`config.mk`:
```
export PLATFORM = sky130hd
export DESIGN_NAME = uart_frame_tx
export DESIGN_NICKNAME = d
export VERILOG_FILES = /design/src/rtl/uart_frame_tx.sv
export SDC_FILE = /design/constraint.sdc
export NUM_CORES = 1
export LEC_CHECK = 0
export ABC_AREA = 1
export ABC_CLOCK_PERIOD_IN_PS = 4100
export BUFFER_PORTS_ARGS = -buffer_cell sky130_fd_sc_hd__buf_2
export CAP_MARGIN = 20
export CORE_MARGIN = 3
export CORE_UTILIZATION = 43
export CTS_BUF_LIST = sky130_fd_sc_hd__clkbuf_4
export DETAILED_ROUTE_END_ITERATION = 10
export HOLD_SLACK_MARGIN = 0.03
export PLACE_DENSITY = 0.65
export SETUP_SLACK_MARGIN = 0.05
export SYNTH_ARGS = -nofsm -noshare
export SYNTH_HDL_FRONTEND = slang
export SYNTH_SLANG_ARGS = --single-unit
```
`constraint.sdc`:
```
create_clock -name clk -period 4.1 [get_ports clk]
set_input_delay 0.615 -clock clk [delete_from_list [all_inputs] [get_ports clk]]
set_output_delay 0.615 -clock clk [all_outputs]
set_load 0.005 [all_outputs]
```
`src/rtl/uart_frame_tx.sv`:
```
module uart_frame_tx #(
  parameter int TICK_W = 16
) (
  input  logic              clk,
  input  logic              rst_n,
  input  logic [TICK_W-1:0] cfg_bit_ticks,
  input  logic [2:0]        cfg_len,
  input  logic [2:0]        cfg_par,
  input  logic [1:0]        cfg_stop,
  input  logic              cfg_inv,
  input  logic              in_valid,
  input  logic [7:0]        in_data,
  output logic              in_ready,
  output logic              tx_line,
  output logic              done
);
  localparam int FRAME_W = 12;
  localparam int CNT_W   = $clog2(FRAME_W + 1);

  logic              busy, line_q, done_q, inv_q;
  logic [FRAME_W-1:0] sh;
  logic [CNT_W-1:0]  left;
  logic [TICK_W-1:0] tick, period_q, period;

  logic [3:0]         data_n;
  logic [7:0]         dmask, dm;
  logic               par_en, par_bit, two_stop;
  logic [FRAME_W-1:0] frm;
  logic [CNT_W-1:0]   total;

  assign in_ready = !busy;
  assign tx_line  = line_q;
  assign done     = done_q;
  assign period   = (cfg_bit_ticks == '0) ? TICK_W'(1) : cfg_bit_ticks;

  assign data_n   = cfg_len[2] ? 4'd8 : 4'({2'b00, cfg_len[1:0]} + 4'd5);
  assign dmask    = 8'hFF >> (4'd8 - data_n);
  assign dm       = in_data & dmask;
  assign two_stop = (cfg_stop == 2'd1);

  always_comb begin
    par_en  = 1'b1;
    par_bit = 1'b0;
    case (cfg_par)
      3'd1:    par_bit = ^dm;
      3'd2:    par_bit = ~^dm;
      3'd3:    par_bit = 1'b1;
      3'd4:    par_bit = 1'b0;
      default: par_en  = 1'b0;
    endcase
  end

  always_comb begin
    frm = '1;
    frm[0] = 1'b0;
    for (int i = 0; i < 8; i++)
      if (i < int'(data_n)) frm[1+i] = dm[i];
    if (par_en) frm[1 + int'(data_n)] = par_bit;
    total = CNT_W'(4'd1 + data_n + {3'd0, par_en} + (two_stop ? 4'd2 : 4'd1));
  end

  always_ff @(posedge clk) begin
    if (!rst_n) begin
      busy     <= 1'b0;
      line_q   <= ~cfg_inv;
      done_q   <= 1'b0;
      inv_q    <= 1'b0;
      sh       <= '0;
      left     <= '0;
      tick     <= '0;
      period_q <= TICK_W'(1);
    end else begin
      done_q <= 1'b0;
      if (!busy) begin
        if (in_valid) begin
          busy     <= 1'b1;
          inv_q    <= cfg_inv;
          line_q   <= frm[0] ^ cfg_inv;
          sh       <= frm >> 1;
          left     <= total - CNT_W'(1);
          period_q <= period;
          tick     <= period - TICK_W'(1);
        end else begin
          line_q <= ~cfg_inv;
        end
      end else if (tick != '0) begin
        tick <= tick - TICK_W'(1);
      end else if (left == '0) begin
        busy   <= 1'b0;
        done_q <= 1'b1;
        line_q <= ~inv_q;
      end else begin
        line_q <= sh[0] ^ inv_q;
        sh     <= sh >> 1;
        left   <= left - CNT_W'(1);
        tick   <= period_q - TICK_W'(1);
      end
    end
  end
endmodule


```
# Word level (Yosys, flattened, before mapping)
# Index checks and enable logic that the tools add are counted.
# word_totals
output_inout_bits	3
word_cells	98
register_bits	52
in_bits	36
# classes
bitwise	7
muxes	39
n_shift	1
reduce_logical	13
n_lt_le_gt_ge	10
eq_ne	9
addsub	11
# ops
cell	count
16-bit two-way mux	5
12-bit two-way mux	5
16-bit by 1-bit subtractor with 16-bit output (second input constant)	3
1-bit two-way mux	20
4-bit two-way mux	5
16-bit logical NOT	1
3-bit by 4-bit < comparator with 1-bit output (first input constant)	4
16-bit nonzero test	1
12-bit bitwise mux	1
8-bit bitwise AND	1
1-bit by 4-bit < comparator with 1-bit output (first input constant)	2
2-bit by 4-bit < comparator with 1-bit output (first input constant)	2
8-bit XNOR reduction	1
8-bit XOR reduction	1
8-bit by 4-bit >> shifter with 8-bit output (first input constant)	1
4-bit by 1-bit subtractor with 4-bit output (second input constant)	2
3-bit by 2-bit == test with 1-bit output (second input constant)	2
3-bit inequality test (second input constant)	2
1-bit by 4-bit adder with 5-bit output (first input constant)	1
5-bit by 1-bit >= comparator with 1-bit output (second input constant)	1
5-bit < comparator (second input constant)	1
1-bit by 4-bit adder with 4-bit output (first input constant)	1
2-bit by 3-bit adder with 4-bit output (second input constant)	1
4-bit by 1-bit adder with 4-bit output	1
other kinds (19)	25

# Logic depth before layout (Yosys ltp)
# Gate-level depths: netlist of the first run.
# logic_depth
ltp_word	13
mapped_depth	21
ltp_nobuf	21

# Worst setup path before layout of the first run
# No wires, ideal clock.
# synth_timing
kind	input-to-reg
start	input cfg_len[0]
end	register line_q (netlist: tx_line) (data pin)
cell_stages	19
t_arrival_ns	2.808
path_buffers	0
setup_ns	0.259
slack_ns	1.034
required_time_ns	3.841
cell_sequence	ha_1 > nand2_1 > ha_1 > ha_1 > inv_1 > a21boi_0 > nand2_1 > nand2_1 > nand2_1 > nand2_1 > nand2_1 > inv_1 > nand2_1 > nand3_1 > nand4_1 > nand2_1 > nand2_1 > nand3_1 > a21oi_1
# synth_between
elab_chain_len	13
word_cells_on_any_way	20
classes_between	add/sub (3); order compare (2); shift (1); mux (9); bitwise (2); reduce/logical (3)
# synth_lines
item	line_no	rtl
start, declared	7	input logic [2:0] cfg_len,
2-bit by 3-bit adder with 4-bit output *	36	assign data_n = cfg_len[2] ? 4'd8 : 4'({2'b00, cfg_len[1:0]} + 4'd5);
4-bit two-way mux *	36	
4-bit subtractor / 1-bit by 4-bit adder with 5-bit output (equally long branches)	37, 58	
8-bit by 4-bit >> shifter with 8-bit output, or another cell as far along	37	assign dmask = 8'hFF >> (4'd8 - data_n);
8-bit bitwise AND / 1-bit logical AND (equally long branches)	38, 58	
8-bit XNOR reduction, or another cell as far along	46	3'd2: par_bit = ~^dm;
1-bit one-hot mux with 3 select lines / 1-bit demux with 4-bit select (equally long branches)	44, 58	
12-bit bitwise mux *	58	if (par_en) frm[1 + int'(data_n)] = par_bit;
12-bit two-way mux *	58	
1-bit XOR *	78	line_q <= frm[0] ^ cfg_inv;
1-bit two-way mux *	75	if (in_valid) begin
1-bit two-way mux *	74	if (!busy) begin
1-bit two-way mux *	63	if (!rst_n) begin
end signal, assigned	65	line_q <= ~cfg_inv;
end signal, assigned	78	
end signal, assigned	84	line_q <= ~cfg_inv;
end, declared	20	logic busy, line_q, done_q, inv_q;
# Mark *: on every way between the ends. The rest lies on a longest branch, timed or not.
# A chain may end at the register's enable or synchronous reset.

# Worst setup path after layout of the first run
# Ends and elaborated chain as after synthesis.

==> results of run 1 <==
area by class of cell:
| class | count | area, um2 |
|---|---|---|
| Clock inverter | 1 | 30.0 |
| Timing Repair Buffer | 42 | 220 |
| Sequential cell | 51 | 1030 |
| Fill cell | 894 | 4260 |
| Clock buffer | 7 | 52.6 |
| Tap cell | 105 | 131 |
| Inverter | 73 | 274 |
| Multi-Input combinational cell | 431 | 2300 |
power groups by stage:
| stage | clock [mW] | combinational (mW) | sequential, mW |
|---|---|---|---|
| floorplan | 0 | 0.618 | 0.645 |
| global placement | 0 | 0.767 | 0.663 |
| detailed placement | 0 | 0.781 | 0.664 |
| CTS | 0.318 | 0.784 | 0.653 |
| global route | 0.334 | 0.882 | 0.664 |
| finish | 0.308 | 0.780 | 0.654 |
flip-flops by register name, indices dropped and copies added (netlist names):
register / cells
done: 1
tx_line: 1
tick: 16
busy: 1
left: 4
period_q: 16
sh: 11
inv_q: 1
cell families (layout without fill, tap and decap cells):
family	after synthesis	in the layout
AO/OA/AOI/OAI	88	88
XOR/XNOR	5	5
adder cells (fa/ha/maj)	15	15
buffers and inverters	92	123
flip-flops	51	51
AND/OR/NAND/NOR	323	323
worst max-delay path, stage by stage:
cell and delay, ns:
buf_2 0.10, ha_1 0.29, nand2_1 0.19, ha_1 0.26, ha_1 0.38, inv_1 0.09
a21boi_0 0.38, nand2_1 0.15, nand2_1 0.10, nand2_1 0.05, nand2_1 0.06, nand2_1 0.06
nand3_1 0.09, nand2_1 0.06, nand2_1 0.08, nand4_1 0.15, nand2_1 0.10, nand2_1 0.05
nand3_1 0.06, a21oi_1 0.07
cells in the mapped netlist (5+ instances only):
| library cell | number |
|---|---|
| a21oi_1 | 32 |
| a31oi_1 | 6 |
| clkbuf_1 | 10 |
| dfxtp_1 | 50 |
| ha_1 | 13 |
| inv_1 | 70 |
| nand2_1 | 164 |
| nand3_1 | 47 |
| nand3_2 | 10 |
| nand3b_1 | 5 |
| nand4_1 | 15 |
| nor2_1 | 42 |
| nor2_2 | 13 |
| nor2_4 | 6 |
| o21ai_0 | 32 |
final timing paths:
check | start | end | slack (ns)
setup reg to reg | tick[11]$_SDFFE_PN0P_ | tick[12]$_SDFFE_PN0P_ | 1.08
hold reg to reg | tick[13]$_SDFFE_PN0P_ | tick[13]$_SDFFE_PN0P_ | 0.47
setup / recovery | cfg_len[0] | tx_line$_DFFE_PP_ | 0.86
hold / removal | tick[13]$_SDFFE_PN0P_ | tick[13]$_SDFFE_PN0P_ | 0.47
through the flow:
| step | total power, mW | instances | area (um2) | util (%) | hold WS [ns] |
|---|---|---|---|---|---|
| global placement | 1.43 | 702 | 3960 | 47.7 | 0.442 |
| CTS | 1.75 | 710 | 4040 | 48.7 | 0.473 |
| detailed placement | 1.44 | 702 | 3960 | 47.7 | 0.452 |
| global route | 1.88 | 710 | 4040 | 48.7 | 0.475 |
| finish | 1.74 | 710 | 4040 | 48.7 | 0.468 |
| floorplan | 1.26 | 574 | 3710 | - | 0.426 |
per-layer routing:
| metal | track usage, % | part of all wire [%] |
|---|---|---|
| met1 | 25.0 | 43 |
| met2 | 38.9 | 51 |
| met4 | 6.51 | 2.1 |
| met3 | 2.48 | 4.0 |
| met5 | 0 | 0 |
==> metrics.md, run 1 <==
| Metric | Value |
|---|---|
| Switching power total | 751 uW |
| Skew-Pair Late Insertion Delay | 0.37 ns |
| Largest family of logic cells by synthesized area | simple AND/OR/NAND/NOR gates |
| Syn_area_per_cell | 6.47 um2 |
| Int Pwr | 990 uW |
| Starting DRT DRC Count | 118 |
| I/O Buffers | 38 |
| DIE WIDTH | 98.9 um |
| Synth area leaders | dfxtp_1, nand2_1, inv_1 |
| Cell type with the highest aggregate area in the netlist | dfxtp_1 |
| DPL Wire Length | 7.87 mm |
| Clock Tree Buf Depth | 2 |
| RSZ-0062 raised after global routing | no |
| Power density cells | 431 mW/mm2 |
| Yosys cell types | 44 |
| Share of the synthesized area in the top cell type | 27.0% |
| Fin Clk Skew | 0.0291 ns |
| Final ANT Viol Nets | 0 |
| Final setup fails | 0 |
| Clock sink count | 51 |
| ANT cells | 0 |
| Largest net degree at the start of global routing | 40 |
| Part of the power in combinational logic | 44.8% |
| Hold Path Cell Cnt | 2 |
| Final wirelength | 10.2 mm |
| Post-synth top flop | dfxtp_1 |
| # hold bufs at CTS | 0 |
| Post-synthesis adder-cell area fraction | 5.46% |
| Mapped Cells | 574 |
| Initial antenna violation count | 0 |
| TritonCTS Buffers | 5 |
| Simple-gate share of the synthesized area | 42.4% |
| Final GP Congestion | 0.903 |
| Kind of critical path | in -> reg |
| Die ar. | 0.00978 mm2 |
| Crit path time final | 3.24 ns |
| Pre-CTS WS | 0.499 ns |
| Final Hold Viols | 0 |
| Chip Height | 98.9 um |
| CTS Root Cell | clkbuf_4 |
| CP Max Fanout | 7 |
| Most frequent cells in the layout | nand2_1, inv_1, dfxtp_1 |
| Synthesized Nets | 625 |
| Ports | 39 |
| Worst VDD drop | 0.237 mV |
| Max Fclk | 309 MHz |
| Number of remaining DRC errors | 0 |
| Mapped Area | 0.00371 mm2 |
| Fin crit share | 79.0% |
| Sequential Power Share | 37.5% |
| Total Nets Final | 655 |
| Max Slew Vio Count | 0 |
| Layout cells sized above 1 | 14.9% |
| YS warnings | 0 |
| Post-Synth XOR/XNOR Area | 1.18% |
| Post CTS Setup Buffer Count | 0 |
| Most common cell after layout, fill and taps aside | nand2_1 |
| Wire per inst | 14.4 um |
| Worst slew margin | 60.8% |
| GRT Total Usage | 21.0% |
| Routed via count | 3764 |
| CP arrival | 3.39 ns |
| Core Rows | 33 |
| CTS HTree Levels | 2 |
| Tightest Pin Transition | 0.584 ns |
| Core footprint | 0.00830 mm2 |
| Worst Path Required | 4.25 ns |
| Flops & latches, synth | 51 |
| Post-synthesis sequential area ratio | 27.8% |
| Final Worst Setup Slack | 0.861 ns |
| Multiplexer share of the synthesized area | 0% |
| Clk slew on worst S/H paths | 0.16 ns |
| Clk pwr share | 17.7% |
| Grt total ovfl | 0 |
| Post-CTS Resized | 0 |
| Number of global-route vias before repair | 3592 |
| Initial Util | 44.7% |
| First-pass GRT wire length | 16.9 mm |
| Outcome | completed |
| MaxCap Viol Count | 0 |
| Compound-gate portion of the synthesized area | 13.1% |
| Via density | 5.30 |
| Worst setup EP type | flip-flop |
| P&R area growth vs syn | 8.93% |
| CTS tree | done |
| Final setup TNS | 0 ns |
| Post-synth EDFFs | 1 |
| Async SR Flop Fraction | 0% |
| Leakage | 1.93 nW |
| Switching fraction of total power | 43.1% |
| Setup crit start kind | primary input |
| Reg2Reg Depth | 14 |
| Worst min path class | reg -> reg |
| Drt pass-1 iters | 4 |
No activity file was read; power rests on OpenSTA's default activity.
==> run 2, diff against run 1 <==
ABC_CLOCK_PERIOD_IN_PS = 2800   (was 4100)
PLACE_DENSITY = 0.68   (was 0.65)
clock period = 2.8 ns   (was 4.1 ns; I/O delays follow)
==> run 2 against run 1 <==
  * Critical path depth shrank 5
  * Register-to-register slack lost 0.85 ns
  * Worst setup slack lost 0.63 ns
  * Largest power group unchanged
  * Routed wire length shrank 1.5%
  * Non-clock buffer count grew 19
  * Cell count grew 2.7%
  * Highest routed layer unchanged
  * Worst hold slack lost 0.15 ns
  * Global-route usage shrank 0.42 points
  * Count of clock-buffer cells in the layout shrank 2
  * Die area is the same
  * Core utilization grew 2.3 points
==> metrics.md, run 2 (synthesis results as in run 1) <==
| Metric | Value |
|---|---|
| Biggest regs | period_q: 16 flops, tick: 16 flops, sh: 11 flops |
| ANT cells | 0 |
| Grt total ovfl | 0 |
| DPL Wire Length | 7.86 mm |
| Clk slew on worst S/H paths | 0.15 ns |
| Leakage | 2.02 nW |
| TritonCTS Buffers | 5 |
| Reg2Reg Depth | 15 |
| CP Max Fanout | 13 |
| Crit Reg-Reg Startpoint | tick[6]$_SDFFE_PN0P_ |
| Outcome | completed |
| # hold bufs at CTS | 0 |
| Worst slew margin | 63.0% |
| RR Endpoint | tick[12]$_SDFFE_PN0P_ |
| Max Fclk | 389 MHz |
| DIE WIDTH | 98.9 um |
| Initial antenna violation count | 0 |
| Crit path from | tick[6]$_SDFFE_PN0P_ |
| Most frequent cells in the layout | nand2_1, inv_1, dfxtp_1 |
| Clock sink count | 51 |
| Final wirelength | 10.0 mm |
| Core footprint | 0.00830 mm2 |
| Max Slew Vio Count | 0 |
| MaxCap Viol Count | 0 |
| Crit path max-delay cell type | dfxtp_1 |
| Number of global-route vias before repair | 3488 |
| Fin crit share | 91.9% |
| Power density cells | 614 mW/mm2 |
| Initial Util | 44.7% |
| Crit-path cells | nor2_1 -> nor3b_1 -> and3_2 -> nand2_4 -> nor2_4 -> nand2_1 -> nand3_1 -> inv_1 -> ha_1 -> nand4_1 -> nor2_2 -> nand3_1 -> nand3_1 -> nand2_1 -> inv_1 |
| Met3 WL | 589 um |
| CP arrival | 2.87 ns |
| Via density | 5.31 |
| Fin Clk Skew | 0.0153 ns |
| Reg2Reg Setup Slack | 0.23 ns |
| Total Nets Final | 674 |
| Most common cell after layout, fill and taps aside | nand2_1 |
| Number of remaining DRC errors | 0 |
| Skew-Pair Late Insertion Delay | 0.37 ns |
| Crit path to | tick[12]$_SDFFE_PN0P_ |
| Post CTS Setup Buffer Count | 0 |
| Design area | 0.00423 mm2 |
| I/O Buffers | 38 |
| Util after Layout | 51.0% |
| Final GP Congestion | 0.955 |
| RSZ-0062 raised after global routing | yes |
| GRT Total Usage | 20.6% |
| Final ANT Viol Nets | 0 |
| Ports | 39 |
| Crit path time final | 2.57 ns |
| Tightest Pin Transition | 0.550 ns |
| Largest net degree at the start of global routing | 40 |
| Met1 wire length | 4.79 mm |
| P&R area growth vs syn | 14.0% |
| CTS Root Cell | clkbuf_4 |
| Wire per inst | 13.8 um |
| Final setup fails | 0 |
| DP Area | 0.00413 mm2 |
| Worst Path Required | 3.09 ns |
| Max layer used | met4 |
| Worst min path class | in -> reg |
| Post-CTS Resized | 0 |
| Worst setup EP type | flip-flop |
| Starting DRT DRC Count | 232 |
| Worst VDD drop | 0.318 mV |
| CP max stage delay | 0.37 ns |
| Setup crit start kind | flip-flop |
| Most used cell, CP | nand3_1 |
| Met2 WL | 4.50 mm |
| Final Hold Viols | 0 |
| CTS HTree Levels | 2 |
| Chip Height | 98.9 um |
| Clock Tree Buf Depth | 2 |
| Die ar. | 0.00978 mm2 |
| Drt pass-1 iters | 5 |
| Core Rows | 33 |
| Kind of critical path | reg -> reg |
| CTS tree | done |
| First-pass GRT wire length | 16.7 mm |
| Routed via count | 3868 |
| Layout cells sized above 1 | 18.6% |
-- run 2: changes by cell type in the layout (fill, tap and decap cells not counted), sizes merged --
cell and change:
clkbuf -2, clkinv +2, buf +19
-- run 2: how the worst min path moves through the flow --
stage | startpoint | to | slack (ns) | cells past startpoint
2_1_floorplan | tick[13]$_SDFFE_PN0P_ | tick[13]$_SDFFE_PN0P_ | 0.43 | 2
4_1_cts | cfg_bit_ticks[3] | period_q[3]$_SDFFE_PN0P_ | 0.30 | 3
5_1_grt | cfg_bit_ticks[7] | period_q[7]$_SDFFE_PN0P_ | 0.30 | 3
3_5_place_dp | tick[13]$_SDFFE_PN0P_ | tick[13]$_SDFFE_PN0P_ | 0.45 | 2
6_report | cfg_bit_ticks[3] | period_q[3]$_SDFFE_PN0P_ | 0.31 | 3
3_3_place_gp | tick[13]$_SDFFE_PN0P_ | tick[13]$_SDFFE_PN0P_ | 0.45 | 2
-- run 2: power breakdown --
part	switching (mW)	total, mW	internal [mW]
clock	0.232	0.416	0.184
combinational	0.791	1.23	0.437
sequential	0.0913	0.957	0.866
-- run 2: area by class of cell --
| type | instances | area (um2) |
|---|---|---|
| multi-input combinational | 431 | 2340 |
| sequential | 51 | 1030 |
| tap | 105 | 131 |
| timing repair buffer | 61 | 375 |
| clock inverter | 3 | 38.8 |
| fill | 846 | 4070 |
| clock buffer | 5 | 37.5 |
| inverter | 73 | 274 |
-- run 2: per-layer routing --
layer | up-vias | GRT usage [%]
met2 | 123 | 32.2
li1 | 1969 | -
met1 | 1765 | 29.7
met5 | - | 0
met3 | 11 | 2.69
met4 | 0 | 5.57
-- run 2: worst max-delay path: cells and delay by family (launching register included) --
kind | cells | cell delay [ns]
buffers and inverters | 2 | 0.10
and+or+nand+nor | 12 | 1.77
DFF | 1 | 0.37
adders and majority gates | 1 | 0.27
-- run 2: per-stage QoR --
stage                     setup slack [ns]  cells  total power [mW]  hold WS (ns)  setup TNS (ns)
after floorplan                      0.101    574              1.85         0.426               0
after global placement            0.000915    721              2.15         0.447               0
after detailed placement            -0.121    721              2.17         0.449          -0.926
after CTS                            0.118    729              2.59         0.300               0
after global routing                0.0193    729              2.81         0.299               0
final                                0.227    729              2.60         0.315               0
==> run 3, diff against run 2 <==
SETUP_SLACK_MARGIN = 0.4   (was 0.05)
==> run 3 against run 2 <==
  * Register-to-register slack improved by 0.24 ns
  * Worst setup slack improved by 0.18 ns
  * Flip-flop and latch count did not move
  * Sequential share of layout area fell by 1.8 points
  * Critical path type is now in -> reg
==> metrics.md, run 3 (synthesis results as in run 1) <==
| Metric | Value |
|---|---|
| Core footprint | 0.00830 mm2 |
| Number of global-route vias before repair | 3688 |
| Max Fclk | 417 MHz |
| Fin Clk Skew | 0.00767 ns |
| P&R area growth vs syn | 23.2% |
| Final Worst Setup Slack | 0.404 ns |
| Biggest regs | period_q: 16 flops, tick: 16 flops, sh: 11 flops |
| Reg2Reg Setup Slack | 0.47 ns |
| I/O Buffers | 38 |
| Pre-CTS WS | 0.0595 ns |
| CTS HTree Levels | 2 |
| Final setup TNS | 0 ns |
| Wire per inst | 14.2 um |
| TritonCTS Buffers | 5 |
| Ports | 39 |
| Final GP Congestion | 0.903 |
| RSZ-0062 raised after global routing | yes |
| Inst Count DP | 715 |
| Setup crit start kind | primary input |
| Tightest Pin Transition | 0.490 ns |
| Largest net degree at the start of global routing | 40 |
| CTS tree | done |
| Fin crit share | 85.6% |
| Final ANT Viol Nets | 0 |
| Crit path time final | 2.40 ns |
| Routed via count | 4004 |
| CTS Root Cell | clkbuf_4 |
| Chip Height | 98.9 um |
| Grt total ovfl | 0 |
| Util after Layout | 55.1% |
| # hold bufs at CTS | 0 |
| CP max stage delay | 0.29 ns |
| Number of remaining DRC errors | 0 |
| Crit-path cells | buf_8 -> ha_4 -> nand2_4 -> ha_4 -> ha_4 -> inv_6 -> a21boi_4 -> nand3_1 -> nand2_1 -> nand2_2 -> nand2_2 -> inv_2 -> nand2_2 -> nand2_1 -> nand2_2 -> nand4_1 -> nand2_1 -> nand2_1 -> nand3_2 -> a21oi_2 |
| Drt pass-1 iters | 5 |
| Non-Filler Instances | 742 |
| Worst VDD drop | 0.265 mV |
| Leakage | 2.11 nW |
| Most common cell after layout, fill and taps aside | nand2_1 |
| Worst slew margin | 67.0% |
| Max Slew Vio Count | 0 |
| Die ar. | 0.00978 mm2 |
| DIE WIDTH | 98.9 um |
| GRT Total Usage | 21.2% |
| Outcome | completed |
| Kind of critical path | in -> reg |
| Worst Path Required | 2.94 ns |
| CP Max Fanout | 4 |
| Clk slew on worst S/H paths | 0.15 ns |
| Clock sink count | 51 |
| Worst setup EP type | flip-flop |
| Initial Util | 44.7% |
| Clock Tree Buf Depth | 2 |
| Final Hold Viols | 0 |
| Worst min path class | in -> reg |
| Total Nets Final | 686 |
| Crit path max-delay cell type | ha_4 |
| CP arrival | 2.54 ns |
| Core Rows | 33 |
| Initial antenna violation count | 0 |
| Starting DRT DRC Count | 378 |
| Via density | 5.40 |
| Final setup fails | 0 |
| Hold slack | 0.312 ns |
| Power density cells | 603 mW/mm2 |
| Final wirelength | 10.5 mm |
| MaxCap Viol Count | 0 |
| DPL Wire Length | 7.78 mm |
| Skew-Pair Late Insertion Delay | 0.37 ns |
| First-pass GRT wire length | 17.3 mm |
| Layout cells sized above 1 | 27.0% |
| Most frequent cells in the layout | nand2_1, inv_1, dfxtp_1 |
-- run 3: path summary, 6_finish.rpt --
kind	from	endpoint	depth (start not counted)
max	cfg_len[0]	tx_line$_DFFE_PP_	20
min	cfg_bit_ticks[3]	period_q[3]$_SDFFE_PN0P_	3
max reg2reg	tick[0]$_SDFFE_PN0P_	tick[12]$_SDFFE_PN0P_	15
min reg2reg	left[2]$_SDFFE_PN0P_	left[2]$_SDFFE_PN0P_	2
-- run 3: final cells by class --
cell class,count,area (um2)
clock inverters,2,16.3
inverters,73,287
clock buffers,6,45.0
well taps,105,131
multi-input cells,431,2570
fillers,806,3730
repair buffers,73,485
diodes,1,2.50
flip-flops and latches,51,1030
-- run 3: metal layers --
metal / share of wire (%) / GRT usage, % / routed length [um] / vias up
met3: 5.3 / 2.97 / 558 / 13
li1: - / - / - / 2001
met2: 45 / 33.4 / 4780 / 124
met1: 48 / 30.2 / 5030 / 1866
met5: 0 / 0 / 0 / -
met4: 1.5 / 6.30 / 160 / 0
-- run 3: worst max-delay path, delay by kind of cell --
| kind | cells | cell delay, ns |
|---|---|---|
| simple gates | 12 | 0.96 |
| fa+ha+maj | 3 | 0.72 |
| compound gates | 2 | 0.25 |
| buf+inv | 3 | 0.19 |
-- run 3: metrics by stage --
stage          instance area, um2  power (mW)
5_1_grt                      4570        2.97
2_1_floorplan                3760        1.86
4_1_cts                      4240        2.57
3_3_place_gp                 4120        2.16
6_report                     4570        2.76
3_5_place_dp                 4120        2.18
-- run 3: report_power, final --
group,total [mW],leakage (nW),internal [mW],switching (mW)
Clock,0.354,0.0323,0.112,0.242
Sequential,0.963,0.423,0.868,0.0955
Combinational,1.44,1.66,0.548,0.892
-- run 3: timing repair --
action,4_1_cts,5_1_grt
buffers inserted,6,12
pin swaps,3,32
resized for setup,4,67
gates cloned,0,0
endpoints found under the setup margin,14,28
